==> src/rtl/cfgp_pkg.sv <==
package cfgp_pkg;
  localparam int BYTE_W = 8;
  localparam int BASE_W = 16;

  localparam logic [BYTE_W-1:0] KEY_OPEN    = 8'h55;
  localparam logic [BYTE_W-1:0] KEY_CLOSE   = 8'hAA;
  localparam logic [BYTE_W-1:0] IDX_LDN     = 8'h07;
  localparam logic [BYTE_W-1:0] IDX_ID      = 8'h20;
  localparam logic [BYTE_W-1:0] IDX_REV     = 8'h21;
  localparam logic [BYTE_W-1:0] IDX_ACT     = 8'h30;
  localparam logic [BYTE_W-1:0] IDX_BASE_HI = 8'h60;
  localparam logic [BYTE_W-1:0] IDX_BASE_LO = 8'h61;
  localparam logic [BYTE_W-1:0] FILL_LOCKED = 8'hFF;
  localparam logic [BYTE_W-1:0] FILL_EMPTY  = 8'h00;

  typedef enum logic {LK_CLOSED = 1'b0, LK_OPEN = 1'b1} lock_st_t;

  typedef struct packed {
    logic idx_wr;
    logic idx_rd;
    logic dat_wr;
    logic dat_rd;
  } acc_t;
endpackage

==> src/rtl/cfgp_decode.sv <==
module cfgp_decode
  import cfgp_pkg::*;
#(
  parameter int ADDR_W = 16,
  parameter logic [ADDR_W-1:0] IDX_ADDR = 16'h002E
) (
  input  logic [ADDR_W-1:0] io_addr,
  input  logic              io_wr,
  input  logic              io_rd,
  output acc_t              acc
);
  localparam logic [ADDR_W-1:0] DAT_ADDR = IDX_ADDR + 1'b1;

  logic hit_idx, hit_dat;
  assign hit_idx = (io_addr == IDX_ADDR);
  assign hit_dat = (io_addr == DAT_ADDR);

  always_comb begin
    acc.idx_wr = io_wr & hit_idx;
    acc.idx_rd = io_rd & hit_idx;
    acc.dat_wr = io_wr & hit_dat;
    acc.dat_rd = io_rd & hit_dat;
  end
endmodule

==> src/rtl/cfgp_lock.sv <==
module cfgp_lock
  import cfgp_pkg::*;
(
  input  logic              clk,
  input  logic              rst,
  input  logic              idx_wr,
  input  logic [BYTE_W-1:0] wdata,
  output logic              unlocked,
  output logic [BYTE_W-1:0] index
);
  lock_st_t          st_q;
  logic [BYTE_W-1:0] idx_q;

  always_ff @(posedge clk) begin
    if (rst) begin
      st_q  <= LK_CLOSED;
      idx_q <= '0;
    end else if (idx_wr) begin
      if (st_q == LK_CLOSED) begin
        if (wdata == KEY_OPEN) st_q <= LK_OPEN;
      end else if (wdata == KEY_CLOSE) begin
        st_q <= LK_CLOSED;
      end else begin
        idx_q <= wdata;
      end
    end
  end

  assign unlocked = (st_q == LK_OPEN);
  assign index    = idx_q;

  p_open_key_r2: assert property (@(posedge clk) disable iff (rst)
    (!unlocked && idx_wr && wdata == KEY_OPEN) |=> unlocked);
  p_locked_idx_hold_r2: assert property (@(posedge clk) disable iff (rst)
    (!unlocked) |=> $stable(index));
  p_close_key_r3: assert property (@(posedge clk) disable iff (rst)
    (unlocked && idx_wr && wdata == KEY_CLOSE) |=> !unlocked);
  p_stay_open_r3: assert property (@(posedge clk) disable iff (rst)
    (unlocked && !(idx_wr && wdata == KEY_CLOSE)) |=> unlocked);
endmodule

==> src/rtl/cfgp_regs.sv <==
module cfgp_regs
  import cfgp_pkg::*;
#(
  parameter logic [BYTE_W-1:0] DEV_ID       = 8'h4D,
  parameter logic [BYTE_W-1:0] DEV_REV      = 8'h03,
  parameter logic [BYTE_W-1:0] MBX_LDN      = 8'h09,
  parameter logic [BASE_W-1:0] MBX_BASE_RST = 16'h0800
) (
  input  logic              clk,
  input  logic              rst,
  input  logic              wr_en,
  input  logic [BYTE_W-1:0] index,
  input  logic [BYTE_W-1:0] wdata,
  output logic [BYTE_W-1:0] rd_byte,
  output logic              mbx_active,
  output logic [BASE_W-1:0] mbx_base
);
  localparam int HALF = BASE_W / 2;

  logic [BYTE_W-1:0] ldn_q;
  logic              act_q;
  logic [BASE_W-1:0] base_q;
  logic              bank_mbx;

  assign bank_mbx = (ldn_q == MBX_LDN);

  always_ff @(posedge clk) begin
    if (rst) begin
      ldn_q  <= '0;
      act_q  <= 1'b0;
      base_q <= MBX_BASE_RST;
    end else if (wr_en) begin
      unique case (index)
        IDX_LDN:     ldn_q <= wdata;
        IDX_ACT:     if (bank_mbx) act_q <= wdata[0];
        IDX_BASE_HI: if (bank_mbx) base_q[BASE_W-1:HALF] <= wdata;
        IDX_BASE_LO: if (bank_mbx) base_q[HALF-1:0] <= wdata;
        default: ;
      endcase
    end
  end

  always_comb begin
    rd_byte = FILL_EMPTY;
    unique case (index)
      IDX_LDN:     rd_byte = ldn_q;
      IDX_ID:      rd_byte = DEV_ID;
      IDX_REV:     rd_byte = DEV_REV;
      IDX_ACT:     if (bank_mbx) rd_byte = {{(BYTE_W-1){1'b0}}, act_q};
      IDX_BASE_HI: if (bank_mbx) rd_byte = base_q[BASE_W-1:HALF];
      IDX_BASE_LO: if (bank_mbx) rd_byte = base_q[HALF-1:0];
      default: ;
    endcase
  end

  assign mbx_active = act_q;
  assign mbx_base   = base_q;

  p_ldn_only_r6: assert property (@(posedge clk) disable iff (rst)
    !(wr_en && index == IDX_LDN) |=> $stable(ldn_q));
  p_act_follow_r7: assert property (@(posedge clk) disable iff (rst)
    (wr_en && index == IDX_ACT && ldn_q == MBX_LDN) |=> (mbx_active == $past(wdata[0])));
  p_base_hold_r9: assert property (@(posedge clk) disable iff (rst)
    (!wr_en || ldn_q != MBX_LDN) |=> ($stable(mbx_base) && $stable(mbx_active)));
  p_act_zero_pad_r7: assert property (@(posedge clk) disable iff (rst)
    (index == IDX_ACT) |-> (rd_byte[BYTE_W-1:1] == '0));
endmodule

==> src/rtl/cfgp_top.sv <==
module cfgp_top
  import cfgp_pkg::*;
#(
  parameter int ADDR_W = 16,
  parameter logic [ADDR_W-1:0] IDX_ADDR     = 16'h002E,
  parameter logic [7:0]        DEV_REV      = 8'h03,
  parameter logic [7:0]        MBX_LDN      = 8'h09,
  parameter logic [15:0]       MBX_BASE_RST = 16'h0800
) (
  input  logic              clk,
  input  logic              rst,
  input  logic [ADDR_W-1:0] io_addr,
  input  logic              io_wr,
  input  logic              io_rd,
  input  logic [7:0]        io_wdata,
  output logic [7:0]        io_rdata,
  output logic              mbx_active,
  output logic [15:0]       mbx_base
);
  acc_t              acc;
  logic              unlocked;
  logic [BYTE_W-1:0] index;
  logic [BYTE_W-1:0] reg_byte;
  logic [BYTE_W-1:0] rdata_q;

  cfgp_decode #(.ADDR_W(ADDR_W), .IDX_ADDR(IDX_ADDR)) u_decode (
    .io_addr (io_addr),
    .io_wr   (io_wr),
    .io_rd   (io_rd),
    .acc     (acc)
  );

  cfgp_lock u_lock (
    .clk      (clk),
    .rst      (rst),
    .idx_wr   (acc.idx_wr),
    .wdata    (io_wdata),
    .unlocked (unlocked),
    .index    (index)
  );

  cfgp_regs #(
    .DEV_ID       (8'h4D),
    .DEV_REV      (DEV_REV),
    .MBX_LDN      (MBX_LDN),
    .MBX_BASE_RST (MBX_BASE_RST)
  ) u_regs (
    .clk        (clk),
    .rst        (rst),
    .wr_en      (acc.dat_wr & unlocked),
    .index      (index),
    .wdata      (io_wdata),
    .rd_byte    (reg_byte),
    .mbx_active (mbx_active),
    .mbx_base   (mbx_base)
  );

  always_ff @(posedge clk) begin
    if (rst) begin
      rdata_q <= FILL_LOCKED;
    end else if (acc.idx_rd) begin
      rdata_q <= unlocked ? index : FILL_LOCKED;
    end else if (acc.dat_rd) begin
      rdata_q <= unlocked ? reg_byte : FILL_LOCKED;
    end
  end

  assign io_rdata = rdata_q;

  p_locked_read_ff_r4: assert property (@(posedge clk) disable iff (rst)
    (!unlocked && (acc.idx_rd || acc.dat_rd)) |=> (io_rdata == FILL_LOCKED));
  p_rdata_hold_r11: assert property (@(posedge clk) disable iff (rst)
    !(acc.idx_rd || acc.dat_rd) |=> $stable(io_rdata));
  p_one_port_r11: assert property (@(posedge clk) disable iff (rst)
    $onehot0({acc.idx_wr | acc.idx_rd, acc.dat_wr | acc.dat_rd}));
  p_index_readback_r3: assert property (@(posedge clk) disable iff (rst)
    (unlocked && acc.idx_rd) |=> (io_rdata == $past(index)));
endmodule

==> config.mk <==
export PLATFORM = sky130hd
export DESIGN_NAME = cfgp_top
export DESIGN_NICKNAME = d
export VERILOG_FILES = /design/src/rtl/cfgp_pkg.sv /design/src/rtl/cfgp_decode.sv /design/src/rtl/cfgp_lock.sv /design/src/rtl/cfgp_regs.sv /design/src/rtl/cfgp_top.sv
export SDC_FILE = /design/constraint.sdc
export NUM_CORES = 1
export LEC_CHECK = 0
export BUFFER_PORTS_ARGS = -buffer_cell sky130_fd_sc_hd__buf_2
export CAP_MARGIN = 10
export CORE_MARGIN = 2
export CORE_UTILIZATION = 30
export DETAILED_ROUTE_END_ITERATION = 10
export HOLD_SLACK_MARGIN = 0.02
export SLEW_MARGIN = 20
export SYNTH_ARGS = -nofsm -noshare
export SYNTH_HDL_FRONTEND = slang
export SYNTH_SLANG_ARGS = --single-unit
==> constraint.sdc <==
create_clock -name clk -period 2.4 [get_ports clk]
set_input_delay 0 -clock clk [delete_from_list [all_inputs] [get_ports clk]]
set_output_delay 0 -clock clk [all_outputs]
set_load 0.02 [all_outputs]
# == Word-level counts from Yosys, hierarchy flattened ==
# Cells that the tools add are included.
# word_totals
inputBits,28
elab_cells,41
reg_bits,42
output_inout_bits,25
# classes
mux,11
n_reduce_logical,6
bitwise,6
eq_ne,11
# ops
cell,n
$mux W8,6
$pmux W8 S6,1
$eq A16 B6 Y1 const B,2
$eq A8 B6 Y1 const B,3
$eq A8 B7 Y1 const B,3
$reduce_and A3 Y1,4
$eq A8 B3 Y1 const B,1
$eq A8 B4 Y1 const B,1
$eq A8 B8 Y1 const B,1
$and A1 B1 Y1,5
$mux W1,4
$reduce_and A2 Y1,1
$reduce_bool A2 Y1,1
$not A1 Y1,1

# == Longest topological paths before layout ==
# depth
ltp_word,6
ltp_mapped,7
mapped_depth_nobuf,5

# == Modules after synthesis ==
# Synthesis repeated with hierarchy kept, for this count alone.
# unflattened
hier_cells,237
hier_area_um2,2279.7
# by_module_without_submodules
mod,n_inst,cells_per_inst,area_each_um2,seq_area_each_um2
cfgp_regs,1,143,1380.1,500.5
cfgp_lock,1,42,412.9,180.2
cfgp_top,1,41,402.9,160.2
cfgp_decode,1,11,83.8,0.0

# == Worst setup path after synthesis ==
# No wires, ideal clock.
# synth_path
path_kind,register -> register
startpoint,"register u_lock.idx_q[4], in the netlist u_lock.index[4]"
endpoint,"register u_regs.base_q[0], in the netlist u_regs.mbx_base[0]"
path_buffers,2
stages_incl_launch_ff,8
setup_time_ps,128
arrival_time_ps,1691
required_ps,2272
period_less_slack_ps,1818
slack_ps,582
path_cell_list,dfxtp_1 -> buf_6 -> nor4b_4 -> nand4_2 -> or4_1 -> buf_4 -> mux2i_1 -> nor2_1
# synth_between
elab_chain_len,2
# synth_rtl
element,line_no,source
"start, declared",cfgp_lock.sv:12,logic [BYTE_W-1:0] idx_q;
"start signal, assigned",cfgp_lock.sv:24,idx_q <= wdata;
$eq A8 B7 Y1,cfgp_regs.sv:33,unique case (index)
$reduce_and A3 Y1 (no source line),--,
"end signal, assigned by index",cfgp_regs.sv:36,IDX_BASE_HI: if (bank_mbx) base_q[BASE_W-1:HALF] <= wdata;
"end signal, assigned by index",cfgp_regs.sv:37,IDX_BASE_LO: if (bank_mbx) base_q[HALF-1:0] <= wdata;
"end, declared",cfgp_regs.sv:22,logic [BASE_W-1:0] base_q;
# Every way passes these cells.
# A chain may end at the register's enable or synchronous reset.

# == Final worst setup path ==
# layout_path
startpoint,"register u_lock.idx_q[4], in the netlist u_lock.index[4]"
endpoint,"register u_regs.base_q[7], in the netlist u_regs.mbx_base[7]"
# Same word-level chain as after synthesis.

==> summary.md <==
| Metric | Value |
|---|---|
| Core area | `6832 µm²` |
| Post-Synth XOR/XNOR Area | `0%` |
| Final Max Tran Viols | `0` |
| Fraction of synthesized area in multiplexers | `18.86%` |
| Hold_buf cts | `0` |
| Power density cells | `548.9 nW/µm²` |
| Syn nets | `258` |
| Slowest Stage Delay on Critical Path | `a little under 800 ps` |
| Cell Area, Synth | `between 2000 and 2500 µm²` |
| Filler cell count | `approximately 730` |
| Tot Pwr | `~1400 µW` |
| Reg2reg setup slack | `about 230 ps` |
| Synth Area in Compound Gates | `13.06%` |
| Drt pass-1 iters | `4` |
| Row cnt | `30` |
| Fmax | `461.3 MHz` |
| Synth warn | `0` |
| Adder-cell area share of the yosys netlist | `0%` |
| Total Wirelength | `5843 µm` |
| TritonCTS Sinks | `42` |
| Maximum vdd drop | `0.0002722 V` |
| Fin cells | `378` |
| Placed insts | `370` |
| Port-buffer cells | `52` |
| CP max-delay cell | `or4_1` |
| Grt ovf | `0` |
| Clock-pin transition on the worst setup and hold timing paths | `80 ps` |
| Num CTS Buffers | `5` |
| Critical Path RT | `2560 ps` |
| Area after DPL | `2494 µm²` |
| Hold path depth | `3` |
| Drt initial violations | `around 120` |
| CP arrival | `between 2000 and 2500 ps` |
| DP HPWL | `between 4000 and 5000 µm` |
| Maxcap violations | `0` |
| Final core occ | `38.59%` |
| Post-synthesis cell type count | `41` |
| Vias in the first global route | `1,770` |
| Ys flop type | `dfxtp_1` |
| FFs w/ async S/R, synth | `0%` |
| CTS Buffer Depth | `2` |
| Die Width | `between 80 and 90 µm` |
| Commonest cells after routing, fill and taps aside | `buf_2, nor2_1, dfxtp_1` |
| Area of the multi-input gates | `1220 µm²` |
| Worst R2R Path Depth | `5` |
| Critical path launch point type | `flop` |
| EDFF count, synth | `0` |
| Hold Path Class | `primary input to flop` |
| Design Area, Final | `2636 µm²` |
| Share of layout cells above drive strength 1 | `26.95%` |
| Largest family of logic cells by synthesized area | `simple AND/OR/NAND/NOR gates` |
| Relative slew slack | `slightly below 50%` |
| # DRC | `0` |
| Cell taking the most area after synthesis | `dfxtp_1` |
| Setup crit end kind | `flop` |
| Die Y-Extent | `88.38 µm` |
| LEAKAGE | `0.001091 µW` |
| Vias per inst | `5.021` |
| Placer Congestion | `0.8465` |
| Vias | `1,898` |
| Synth Instances | `230` |
| Clk_lat worst skew | `~290 ps` |
| Final cycle utilization of the critical path | `90.33%` |
| Synth Area per Inst | `9.286 µm²` |
| Resize count post-CTS | `0` |
| CTS tree | `built` |
| Tmin final | `2168 ps` |
| Routed Antenna Nets | `0` |
| Outcome | `finished clean` |
| Top-area cell type share of the netlist area | `between 30% and 40%` |
| Global-route wire length before repair | `between 9000 and 10,000 µm` |
| Register area share after synthesis | `39.37%` |
| Final setup fails | `0` |
| CP Class | `flop to flop` |
| Setup TNS | `0 ps` |
| Setup Skew | `approximately 5 ps` |
| Maximum level of the CTS H-tree | `2` |
| Area Overhead vs Synth | `23.43%` |
| IO Pins | `53` |
| Full die area | `7810 µm²` |
| Initial antenna violation count | `0` |
| Slew of the pin with the lowest slew margin | `between 700 and 800 ps` |
| Hold Vio Cnt, Final | `0` |
| Sequential Area | `about 840 µm²` |
| Post-CTS Setup Repair Bufs | `0` |
| RSZ-0062 raised after global routing | `false` |
| Largest net degree at the start of global routing | `43` |
| Synth Register Bits | `between 40 and 50` |
| Overall Global Routing Usage | `15.34%` |
| Post-Synth Simple-Gate Area | `around 25%` |
| Fin nets | `309` |
| Crit path cell chain | `nor4b_4, nand4_2, or4_1, mux2i_1, nor2_1` |
| Routed wire per std cell | `15.46 µm` |
| CTS root buf | `clkbuf_8` |
| ANT cells | `0` |
| Crit Path Max Fanout | `10` |
| Synth top area cells | `dfxtp_1, mux2i_1, nor2_1, a211oi_1, a21boi_0` |
| Commonest non-fill, non-tap cell in the layout | `buf_2` |
| Initial Util | `31.26%` |
cell type report:
| type | count | area share, % |
|---|---|---|
| timing repair buffer | 58 | 11.58 |
| sequential | 42 | 31.89 |
| clock buffer | 6 | 3.132 |
| multi-input combinational | 172 | 46.27 |
| tap | 96 | 4.556 |
| clock inverter | 2 | 2.278 |
| inverter | 2 | 0.2848 |
registers in the layout (all words and copies together) (netlist names):
signal,cells
io_rdata,8
u_regs.mbx_base,16
u_regs.ldn_q,8
u_lock.index,8
u_regs.mbx_active,1
u_lock.unlocked,1
synthesized netlist by cell type (3+ instances only):
master / count
nor2_1: 45
dfxtp_1: 42
mux2i_1: 38
a21oi_1: 9
o21ai_0: 9
a211oi_1: 8
clkbuf_1: 8
a21boi_0: 7
nand4_1: 6
nand2_1: 5
nor4_1: 4
nor4b_1: 4
and4b_1: 3
o22a_1: 3
cells by family (layout without fill, tap and decap cells):
family,count (synthesis),after routing
buffers and inverters,16,68
multiplexers,40,40
AO/OA/AOI/OAI,43,43
AND/OR/NAND/NOR,89,89
flip-flops,42,42
worst paths after layout:
path                                 startpoint             endpoint
worst max-delay path            u_lock.index[4]   u_regs.mbx_base[7]
worst min-delay path                io_wdata[7]  u_regs.mbx_base[15]
worst max register to register  u_lock.index[4]   u_regs.mbx_base[7]
worst min register to register      io_rdata[4]          io_rdata[4]
where the power goes:
group / total [µW] / leakage [µW] / internal, µW / switching (µW)
sequential: 696 / 0.000338 / 696 / 0.00192
clock: 690 / 0.0000714 / 444 / 246
combinational: 61.6 / 0.000681 / 22.8 / 38.9
metrics by stage:
| step | worst slack [ps] | hold slack [ps] |
|---|---|---|
| 2_1_floorplan | 581.8 | 129.0 |
| 3_3_place_gp | 292.4 | 332.6 |
| 3_5_place_dp | 231.3 | 333.5 |
| 4_1_cts | 209.8 | 26.64 |
| 5_1_grt | 44.42 | 36.24 |
| 6_report | 232.1 | 30.55 |
critical path: cells and delay by family (launching register included):
kind,cells,cell delay [ps]
flip-flops,1,420
AND/OR/NAND/NOR,4,1360
multiplexers,1,250
metal layers:
layer  track usage [%]  routed length (µm)  vias to the layer above
li1                  -                   -                      948
met1             21.53                2804                      882
met2             23.99                2627                       62
met3             3.078                 323                        6
met4             4.270                  89                        0
met5                 0                   0                        -
Power figures use the tool's default switching activity.
